`config.mk`:
```
export PLATFORM = sky130hd
export DESIGN_NAME = icu_capture_top
export DESIGN_NICKNAME = d
export VERILOG_FILES = /design/src/rtl/icu_pkg.sv /design/src/rtl/icu_sync.sv /design/src/rtl/icu_filter.sv /design/src/rtl/icu_edge.sv /design/src/rtl/icu_capreg.sv /design/src/rtl/icu_capture_top.sv
export SDC_FILE = /design/constraint.sdc
export NUM_CORES = 1
export LEC_CHECK = 0
export ABC_AREA = 1
export BUFFER_PORTS_ARGS = -buffer_cell sky130_fd_sc_hd__buf_2
export CORE_AREA = 2 2 47 60
export DETAILED_ROUTE_END_ITERATION = 10
export DIE_AREA = 0 0 49 62
export PLACE_DENSITY = 0.82
export RECOVER_POWER = 25
export SLEW_MARGIN = 20
export SYNTH_ARGS = -nofsm -noshare
export SYNTH_HDL_FRONTEND = slang
export SYNTH_SLANG_ARGS = --single-unit
```
`constraint.sdc`:
```
create_clock -name clk -period 4.15 [get_ports clk]
set_clock_uncertainty 0.2 [all_clocks]
set_input_delay 0.6225 -clock clk [delete_from_list [all_inputs] [get_ports clk]]
set_output_delay 0.6225 -clock clk [all_outputs]
set_load 0.01 [all_outputs]
```
`src/rtl/icu_pkg.sv`:
```
package icu_pkg;
  typedef enum logic {
    POL_FALL = 1'b0,
    POL_RISE = 1'b1
  } edge_pol_e;
endpackage

```
`src/rtl/icu_sync.sv`:
```
module icu_sync #(
  parameter int STAGES = 2
) (
  input  logic clk,
  input  logic rst,
  input  logic din,
  output logic dout
);
  logic [STAGES-1:0] stg_q;

  for (genvar i = 0; i < STAGES; i++) begin : g_stage
    if (i == 0) begin : g_first
      always_ff @(posedge clk) begin
        if (rst) stg_q[i] <= 1'b0;
        else     stg_q[i] <= din;
      end
    end else begin : g_next
      always_ff @(posedge clk) begin
        if (rst) stg_q[i] <= 1'b0;
        else     stg_q[i] <= stg_q[i-1];
      end
    end
  end

  assign dout = stg_q[STAGES-1];
endmodule

```
`src/rtl/icu_filter.sv`:
```
module icu_filter #(
  parameter int LEN = 4
) (
  input  logic clk,
  input  logic rst,
  input  logic warm,
  input  logic en,
  input  logic din,
  output logic dout
);
  if (LEN < 2) begin : g_bypass
    logic unused_ok;
    assign unused_ok = clk ^ rst ^ warm ^ en;
    assign dout = din;
  end else begin : g_filt
    localparam int CW = $clog2(LEN + 1);
    localparam logic [CW-1:0] LAST = CW'(LEN - 1);
    logic [CW-1:0] run_q;
    logic          lvl_q;
    logic          en_q;

    always_ff @(posedge clk) begin
      if (rst) begin
        run_q <= '0;
        lvl_q <= 1'b0;
        en_q  <= 1'b0;
      end else begin
        en_q <= en;
        if (warm || !en) begin
          // track the input so enabling starts from the current level
          lvl_q <= din;
          run_q <= '0;
        end else if (en != en_q) begin
          run_q <= '0;
        end else if (din == lvl_q) begin
          run_q <= '0;
        end else if (run_q == LAST) begin
          lvl_q <= din;
          run_q <= '0;
        end else begin
          run_q <= run_q + 1'b1;
        end
      end
    end

    assign dout = lvl_q;
  end
endmodule

```
`src/rtl/icu_edge.sv`:
```
module icu_edge
  import icu_pkg::*;
(
  input  logic      clk,
  input  logic      rst,
  input  logic      warm,
  input  logic      lvl,
  input  edge_pol_e pol,
  output logic      hit
);
  logic prev_q;

  always_ff @(posedge clk) begin
    if (rst) prev_q <= 1'b0;
    else     prev_q <= lvl;
  end

  // a change toward the selected polarity is a qualifying edge
  assign hit = !warm && (lvl != prev_q) && (lvl == logic'(pol));
endmodule

```
`src/rtl/icu_capreg.sv`:
```
module icu_capreg #(
  parameter int CNT_W = 16
) (
  input  logic             clk,
  input  logic             rst,
  input  logic             hit,
  input  logic             block,
  input  logic [CNT_W-1:0] count,
  input  logic             clr,
  input  logic             ie,
  output logic             fire,
  output logic [CNT_W-1:0] cap_q,
  output logic             flag_q,
  output logic             irq_q
);
  logic flag_nx;

  assign fire = hit && !block;

  always_comb begin
    flag_nx = flag_q;
    if (fire)     flag_nx = 1'b1;
    else if (clr) flag_nx = 1'b0;
  end

  always_ff @(posedge clk) begin
    if (rst) begin
      cap_q  <= '0;
      flag_q <= 1'b0;
      irq_q  <= 1'b0;
    end else begin
      if (fire) cap_q <= count;
      flag_q <= flag_nx;
      irq_q  <= flag_nx && ie;
    end
  end
endmodule

```
`src/rtl/icu_capture_top.sv`:
```
module icu_capture_top
  import icu_pkg::*;
#(
  parameter int CNT_W       = 16,
  parameter int SYNC_STAGES = 2,
  parameter int FILT_LEN    = 4
) (
  input  logic             clk,
  input  logic             rst,
  input  logic             cap_pin_i,
  input  logic [CNT_W-1:0] count_i,
  input  logic             filt_en_i,
  input  logic             rise_sel_i,
  input  logic             top_sel_i,
  input  logic             irq_en_i,
  input  logic             flag_clr_i,
  output logic [CNT_W-1:0] cap_val_o,
  output logic             cap_flag_o,
  output logic             irq_o
);
  // cycles after reset during which history registers only follow the pin
  localparam int WARM = SYNC_STAGES + 2;
  localparam int WW   = $clog2(WARM + 1);

  logic [WW-1:0] warm_q;
  logic          warm;
  logic          sync_lvl;
  logic          filt_lvl;
  logic          lvl;
  logic          hit;
  logic          fire;

  always_ff @(posedge clk) begin
    if (rst)         warm_q <= WW'(WARM);
    else if (warm)   warm_q <= warm_q - 1'b1;
  end
  assign warm = (warm_q != '0);

  icu_sync #(.STAGES(SYNC_STAGES)) u_sync (
    .clk (clk),
    .rst (rst),
    .din (cap_pin_i),
    .dout(sync_lvl)
  );

  icu_filter #(.LEN(FILT_LEN)) u_filt (
    .clk (clk),
    .rst (rst),
    .warm(warm),
    .en  (filt_en_i),
    .din (sync_lvl),
    .dout(filt_lvl)
  );

  assign lvl = filt_en_i ? filt_lvl : sync_lvl;

  icu_edge u_edge (
    .clk (clk),
    .rst (rst),
    .warm(warm),
    .lvl (lvl),
    .pol (edge_pol_e'(rise_sel_i)),
    .hit (hit)
  );

  icu_capreg #(.CNT_W(CNT_W)) u_cap (
    .clk   (clk),
    .rst   (rst),
    .hit   (hit),
    .block (top_sel_i),
    .count (count_i),
    .clr   (flag_clr_i),
    .ie    (irq_en_i),
    .fire  (fire),
    .cap_q (cap_val_o),
    .flag_q(cap_flag_o),
    .irq_q (irq_o)
  );
endmodule

```
==> results of run 1 <==
==> registers in the layout, indices dropped and copies added, names as in the netlist <==
name,count
u_cap.cap_q,16
u_filt.g_filt.run_q,3
warm_q,3
u_cap.flag_q,1
u_cap.irq_q,1
u_edge.prev_q,1
u_filt.dout,1
u_filt.g_filt.en_q,1
u_sync.dout,1
u_sync.stg_q,1
==> through the flow <==
step           total power, W  setup WS, ns  utilization  hold WS [ns]  instance area [um2]
2_1_floorplan        0.000395          2.60            -         0.188                 1250
3_3_place_gp         0.000421          2.25        0.569         0.190                 1450
3_5_place_dp         0.000423          2.22        0.569         0.200                 1450
4_1_cts              0.000596          2.32        0.591         0.212                 1510
5_1_grt              0.000628          2.12        0.589         0.234                 1500
6_report             0.000587          2.36        0.589         0.208                 1500
==> kinds of logic (layout without fill, tap and decap cells) <==
kind of cell	Yosys count	after routing	share of synthesized area
simple gates	100	100	0.323
buf+inv	38	81	0.135
flops	29	29	0.465
compound gates	7	7	0.0301
fa+ha+maj	4	4	0.0401
xor+xnor	1	1	0.00702
==> placed cells by master, fill, tap and decap left out, drive strengths merged <==
| master | n |
|---|---|
| inv | 33 |
| nor2 | 45 |
| nand3 | 6 |
| o211ai | 1 |
| a21oi | 4 |
| buf | 37 |
| ha | 4 |
| clkbuf | 11 |
| o21ai | 2 |
| dfxtp | 29 |
| xor2 | 1 |
| nand2 | 48 |
| nand4 | 1 |
==> cell usage after synthesis (all sizes together) <==
cell type | instances | area share
nor2 | 45 | 0.14
o211ai | 1 | 0.0060
o21ai | 2 | 0.0080
dfxtp | 29 | 0.46
nand4 | 1 | 0.0050
nand2 | 48 | 0.15
xor2 | 1 | 0.0070
inv | 33 | 0.099
nand3 | 6 | 0.034
a21oi | 4 | 0.016
ha | 4 | 0.040
buf | 5 | 0.036
==> worst reg2reg max path, cell delays in order, from the launching register on <==
cell and delay, ns:
dfxtp_1 0.33, inv_1 0.07, ha_1 0.16, nand2_1 0.14, nor2_1 0.20, nand3_4 0.31, nor2_1 0.21, nor2_1 0.07
==> per-layer routing <==
| layer | wire length (um) | share of wire | vias up |
|---|---|---|---|
| met4 | 53 | 0.025 | 0 |
| met3 | 153 | 0.071 | 7 |
| li1 | - | - | 607 |
| met1 | 945 | 0.44 | 467 |
| met5 | 0 | 0 | - |
| met2 | 997 | 0.46 | 34 |
==> layout make-up <==
type                    instances  share of cell area
inverters                      33              0.0825
flip-flops and latches         29               0.387
repair buffers                 41               0.133
multi-input cells             112               0.333
clock buffers                   7              0.0367
well taps                      34              0.0283
==> path summary, 6_finish.rpt <==
path | endpoint | slack, ns | cells past startpoint
max | u_cap.cap_q[8] | 2.36 | 7
min | u_sync.dout | 0.21 | 2
max reg2reg | u_cap.cap_q[8] | 2.36 | 7
min reg2reg | u_sync.dout | 0.21 | 2
==> where the power goes <==
part	internal (W)	switching (W)	leakage [nW]	total [W]
registers	0.000300	0.0000112	0.236	0.000311
clock network	0.0000798	0.0000893	0.0314	0.000169
logic	0.0000412	0.0000658	0.589	0.000107
==> flow_results.org, run 1 <==
** Drt
- First drt pass iteration count :: 6
- Using the TritonRoute via totals, the vias-per-cell ratio works out to 4.36.
- Antenna-violating nets left :: 0
- The first routing iteration left 25 violations.
- Average wire per standard cell :: 8.40 um
- In the routed design, unresolved DRC markers number 0.
- The final route contains 1,115 vias.
- The routed design has 2150 um of wire.

** Timing
- Number of failing setup endpoints in the final timing report :: 0
- Final critical delay including setup and external delays :: 1.79 ns
- Transition at the pin with the smallest max-transition slack :: 0.595 ns
- Final hold viol count :: 0
- Unrepaired setup endpoints after global routing :: no
- In this run the tightest slew margin relative to its limit is 0.603.
- The final number of max-transition violations is 0.
- Tcrit/Tclk final :: 0.431
- Total Neg Setup Slack :: 0 ns
- Fmax :: 559 MHz

** Floorplan
- The floorplan step defined a die boundary enclosing 3040 um2.
- The floorplan step set the die width to 49 um.
- Row generation in the floorplan step produced 21 rows.
- Core region area :: 2550 um2
- 42 I/O pins were placed.
- Vertical extent of the die :: 62 um
- Effective utilization at floorplan :: 0.490

** Cells and area
- Area taken by flip-flops and latches :: 581 um2
- Share of layout cells above drive strength 1 :: 0.212
- Area of the multi-input gates :: 499 um2
- Number of nets at the end of the flow :: 250
- Filler Cell Count :: 277
- Number of non-filler instances in the completed layout :: 256
- The number of antenna diodes in the final layout is 0.
- Layout overhead on the synthesized area :: 20.2%

** Clock tree
- Hold buffer count at cts :: 0
- The clock tree synthesis step divided the H-tree into 2 levels.
- CTS Root Cell :: clkbuf_4
- Counting every sink on the clock net gives 29.
- In this run the deepest clock path goes through 2 buffers.
- In this run the post-CTS setup repair buffer count came out at 0.
- Number of resized instances in the post-cts repair step :: 0
- Clock transition at the registers of the reported paths :: 0.08 ns
- Insertion delay of the later-clocked pin in the worst-skew pair :: 0.32 ns
- TritonCTS clock tree :: yes
- TritonCTS Buffers :: 5

** Synth
- Post-synthesis net count :: 207
- The cell area that synthesis handed to floorplanning was 1250 um2.
- Synthesis warning total :: 0
- Number of synthesized register bits :: 29
- Count of distinct cell types in the synthesized netlist :: 16
- Register area share after synthesis :: 0.465
- Each instance of the synthesized netlist takes up on average 6.98 um2.
- Mapped Cells :: 179

** Worst setup path
- Master of the slowest instance on the critical path :: dfxtp_1
- Worst EP arrival :: 1.81 ns
- The critical path goes through inv_1, ha_1, nand2_1, nor2_1, nand3_4, nor2_1, nor2_1.
- In this run the worst path has a maximum fanout of 34.
- Worst setup path start :: warm_q[0]
- Critical path launch point type :: register
- Together, buffers and inverters on the worst path number 1.
- For this run, the slowest stage of the critical path takes 0.33 ns.
- Critical register-to-register path startpoint :: warm_q[0]
- Worst Setup End Kind :: register
- Required arrival time at the worst endpoint :: 4.17 ns
- The most numerous cell type found on the critical path is nor2_1.
- Critical Setup Path Class :: register to register
- Largest delay share family, worst path :: simple AND/OR/NAND/NOR gates

** GRT
- Global-route track usage on met1 :: 0.172
- Pin count of the biggest net entering global routing :: 35
- For this run, global-route usage on met3 was measured as 0.0646.
- Summed over all layers, the global routing overflow is 0.
- First-pass GRT wire length :: 3430 um
- Number of antenna violations at the first check in global routing :: 0
- GR Util met2 :: 0.252
- Busiest layer in global routing :: met2
- Via count of the first global-routing pass :: 840
- Tot GR Track Use :: 0.157

** Placed design
- At the end of routability-driven placement, the weighted congestion stood at 0.738.
- Final HPWL DP :: 1500 um
- Placed instance count :: 249
- In this run the tool buffered the top-level ports with 41 buffer cells.

** Min path
- HP Start :: u_sync.stg_q[0]
- Hold Path Class :: register to register

** Status
- The run finished with clean final reports.

** Flow run
- Max-cap violations in this run came to 0.

** Pwr
- VDD sags by at most 0.000262 V.
- For this design the static power due to leakage is 0.856 nW.
- Pwr Density :: 391 nW/um2
Note: power is estimated with default switching activity, not from simulation.
==> inputs of run 2 (changes only) <==
--- a/config.mk
+++ b/config.mk
@@ -7,10 +7,10 @@
 export LEC_CHECK = 0
 export ABC_AREA = 1
 export BUFFER_PORTS_ARGS = -buffer_cell sky130_fd_sc_hd__buf_2
-export CORE_AREA = 2 2 47 60
+export CORE_AREA = 2 2 51 65
 export DETAILED_ROUTE_END_ITERATION = 10
-export DIE_AREA = 0 0 49 62
-export PLACE_DENSITY = 0.82
+export DIE_AREA = 0 0 53 67
+export PLACE_DENSITY = 0.74
 export RECOVER_POWER = 25
 export SLEW_MARGIN = 20
 export SYNTH_ARGS = -nofsm -noshare
==> constraint.sdc (replaced) <==
create_clock -name clk -period 1.6 [get_ports clk]
set_clock_uncertainty 0.2 [all_clocks]
set_input_delay 0.24 -clock clk [delete_from_list [all_inputs] [get_ports clk]]
set_output_delay 0.24 -clock clk [all_outputs]
set_load 0.01 [all_outputs]
==> run 2 against run 1 <==
Register-to-register slack got worse by 2.3 ns. Sequential cell count unchanged. Combinational power increased to 3.7 times the previous value. First-iteration DRC count increased by 56%. Utilization increased by 5.9 points. Wire length increased by 31%. Maximum frequency increased by 14%. Critical path depth increased by 1. Critical endpoint is now u_cap.cap_q[10].
==> flow_results.org, run 2 (synthesis results as in run 1) <==
** Pwr
- The leakage component of the power is 0.999 nW (+17%).
- The total power after layout is 0.00171 W (+190%).
- The power per unit of standard cell area came to 913 nW/um2 (+130%).
- The maximum vdd ir drop was 0.000553 V (+110%).

** Timing
- The normalized max-slew margin was 0.896 (+0.293).
- The slew at the pin closest to its max-slew limit came to 0.156 ns (-0.439 ns).
- The final number of max-transition violations was 0 (unchanged).
- Tcrit/Tclk final :: 0.985 (+0.554)
- The final-report setup violation count was 0 (unchanged).
- The highest clock frequency the design can meet was 634 MHz (+14%).
- Final critical delay including setup and external delays :: 1.58 ns (-0.213 ns)
- The number of hold-slack violations in the final timing report is 0 (unchanged).

** Placed design
- Area after DPL :: 1500 um2 (+3.1%)
- Final GP Congestion :: 0.732 (-0.81%)
- The number of placed instances with taps included was 255 (+2.4%).
- Port Buffers :: 41 (unchanged)
- Final HPWL DP :: 1630 um (+8.4%)

** GRT
- The met1 track demand over resource in global routing came to 0.143 (-0.0287).
- Tot GR Track Use :: 0.148 (-0.00880)
- The number of global-route vias before repair came to 1,047 (+25%).
- The largest net degree at the start of global routing was 35 (unchanged).
- The met3 usage in global routing is 0.0426 (-0.0220).
- The global routing stage identified its most utilized layer as met2.
- The first-pass GRT wire length is 3820 um (+11%).
- Total congestion overflow :: 0 (unchanged)
- GR Util met2 :: 0.264 (+0.0116)
- The number of antenna violations at the first check in global routing is 0 (unchanged).

** Floorplan
- The standard cell core area came to 2890 um2 (+13%).
- Die outline area :: 3550 um2 (+17%)
- The height of the chip is 67 um (+8.1%).
- The die extent in x is 53 um (+8.2%).
- Placement Rows :: 22 (+4.8%)
- The effective utilization at floorplan was 0.432 (-0.0579).
- The I/O pin count came to 42 (unchanged).

** Cells and area
- The final design area excluding fillers is 1870 um2 (+25%).
- The fraction of layout instances using a drive strength above 1 is 0.247 (+0.0353).
- The number of flip-flops under the largest register name came to 16 (unchanged).
- The final layout net count is 278 (+11%).
- Antenna fix cells :: 0 (unchanged)
- Registers with the highest flip-flop counts :: u_cap.cap_q x16, u_filt.g_filt.run_q x3, warm_q x3
- u_cap.cap_q holds more flip-flops than any other register.
- Layout overhead on the synthesized area :: 50.0%
- Number of non-filler instances in the completed layout :: 287 (+12%)
- Leading cell types in the layout, fill and taps excluded :: 45 x nand2_1, 41 x nor2_1, 33 x buf_2, 29 x inv_1, 28 x dfxtp_1
- Most common cell after layout, fill and taps aside :: nand2_1

** Worst setup path
- The worst register-to-register path begins at warm_q[1].
- Critical path launch point type :: register
- The delay of the slowest cell on the worst path came to 0.32 ns (about the same).
- Worst path most repeated cell :: nor2_1
- In this run the critical register-to-register path is captured at u_cap.cap_q[10].
- The maximum net fanout on the critical path came to 17 (-50%).
- On the critical path the largest part of the delay comes from simple AND/OR/NAND/NOR gates.
- Worst Setup End Kind :: register
- Worst EP arrival :: 1.60 ns (-0.21 ns)
- On the critical path, the stage with the largest delay is an instance of dfxtp_1.
- Worst Reg2Reg Path Length in Cells :: 8 (+1)
- Buffer and inverter count on the worst path :: 2 (+1)
- Tracing the worst setup path back leads to its startpoint at warm_q[1].
- By startpoint and endpoint, the worst setup path is classified as register to register.
- The critical path goes through inv_2, ha_4, nand2_2, nor2_4, nand3_4, clkbuf_16, nor2_1, nor2_1.
- The required time of the critical path came to 1.62 ns (-2.55 ns).
- The worst setup slack for register-to-register paths was 0.02 ns (-2.34 ns).

** Clock tree
- The clock insertion delay at the later pin of the skew report was 0.33 ns (about the same).
- The number of clock sinks came to 29 (unchanged).
- The number of buffers created by CTS was 5 (unchanged).
- TritonCTS built the clock tree.
- The deepest clock path buffer count came to 2 (unchanged).
- CTS Root Cell :: clkbuf_4
- CTS H-Tree Depth :: 2 (unchanged)
- The clock transition time at the flip-flop clock pins of the worst setup and hold paths is 0.09 ns (about the same).
- The number of buffers inserted by post-CTS setup repair came to 0 (unchanged).

** Flow run
- Maximum Capacitance Violations :: 0 (unchanged)

** Drt
- Total routed wirelength :: 2830 um (+31%)
- Initial detailed-routing violation count :: 39 (+56%)
- The count of antenna-violating nets left after detailed routing is 0 (unchanged).
- Number of remaining DRC errors :: 0 (unchanged)
- Average wire per standard cell :: 9.85 um (+17%)
- The first-pass detailed-route iteration total is 4 (-2).
- Number of vias in the routed layout :: 1,257 (+13%)
- Routed vias/inst :: 4.38 (+0.56%)

** Min path
- The hold path depth is 3 (+1).
- Hold Path Class :: primary input to register
- Worst hold path endpoint :: u_filt.g_filt.en_q
- HP Start :: filt_en_i

** Status
- Status :: complete, no violations
-- run 2: cell count changes in the layout (fill, tap and decap cells not counted), moves of 3 or more --
cell	delta
nor2_1	-4
buf_4	+3
clkbuf_16	+3
clkbuf_1	+3
inv_1	-3
inv_2	+3
nor2_2	+3
buf_2	-4
dlygate4sd3_1	+21
-- run 2: final cells by class --
class	count	area, um2
clock buffer	7	65.1
multi-input combinational	112	529
inverter	33	124
clock inverter	1	5.00
fill	252	1020
timing repair buffer	69	523
tap	36	45.0
sequential	29	582
-- run 2: tightest hold or removal path, cell delays in order --
cell and delay (ns):
buf_2 0.14, inv_2 0.09, nor2_1 0.04
-- run 2: how the worst max path moves through the flow --
| stage | end | cells after the start | slack [ns] |
|---|---|---|---|
| 2_1_floorplan | u_cap.cap_q[10] | 8 | 0.07 |
| 3_3_place_gp | u_cap.cap_q[3] | 8 | 0.13 |
| 3_5_place_dp | u_cap.cap_q[6] | 8 | 0.09 |
| 4_1_cts | u_cap.cap_q[6] | 8 | 0.08 |
| 5_1_grt | u_cap.cap_q[10] | 8 | -0.02 |
| 6_report | u_cap.cap_q[10] | 8 | 0.02 |
-- run 2: stage by stage --
step | hold slack [ns] | worst slack, ns | util | setup TNS (ns)
floorplan | 0.109 | 0.0721 | - | 0
global placement | 0.189 | 0.129 | 0.518 | 0
detailed placement | 0.196 | 0.0882 | 0.518 | 0
CTS | 0.00446 | 0.0778 | 0.615 | 0
global route | 0.0201 | -0.0166 | 0.648 | -0.0212
finish | 0.0238 | 0.0236 | 0.648 | 0
-- run 2: repair_timing --
| item | 4_1_cts | 5_1_grt |
|---|---|---|
| hold buffers | 21 | 0 |
| gates resized for setup | 0 | 11 |
| endpoints found under the hold margin | 22 | 0 |
| endpoints found under the setup margin | 0 | 14 |
-- run 2: routing by layer --
layer | part of all wire | up-vias
met2 | 0.51 | 38
met5 | 0 | -
met3 | 0.057 | 6
met4 | 0.015 | 0
li1 | - | 667
met1 | 0.42 | 546
-- run 2: power breakdown --
| part | internal (W) | leakage (nW) | switching [W] |
|---|---|---|---|
| combinational | 0.000189 | 0.722 | 0.000205 |
| clock | 0.000254 | 0.0413 | 0.000248 |
| sequential | 0.000780 | 0.236 | 0.0000343 |
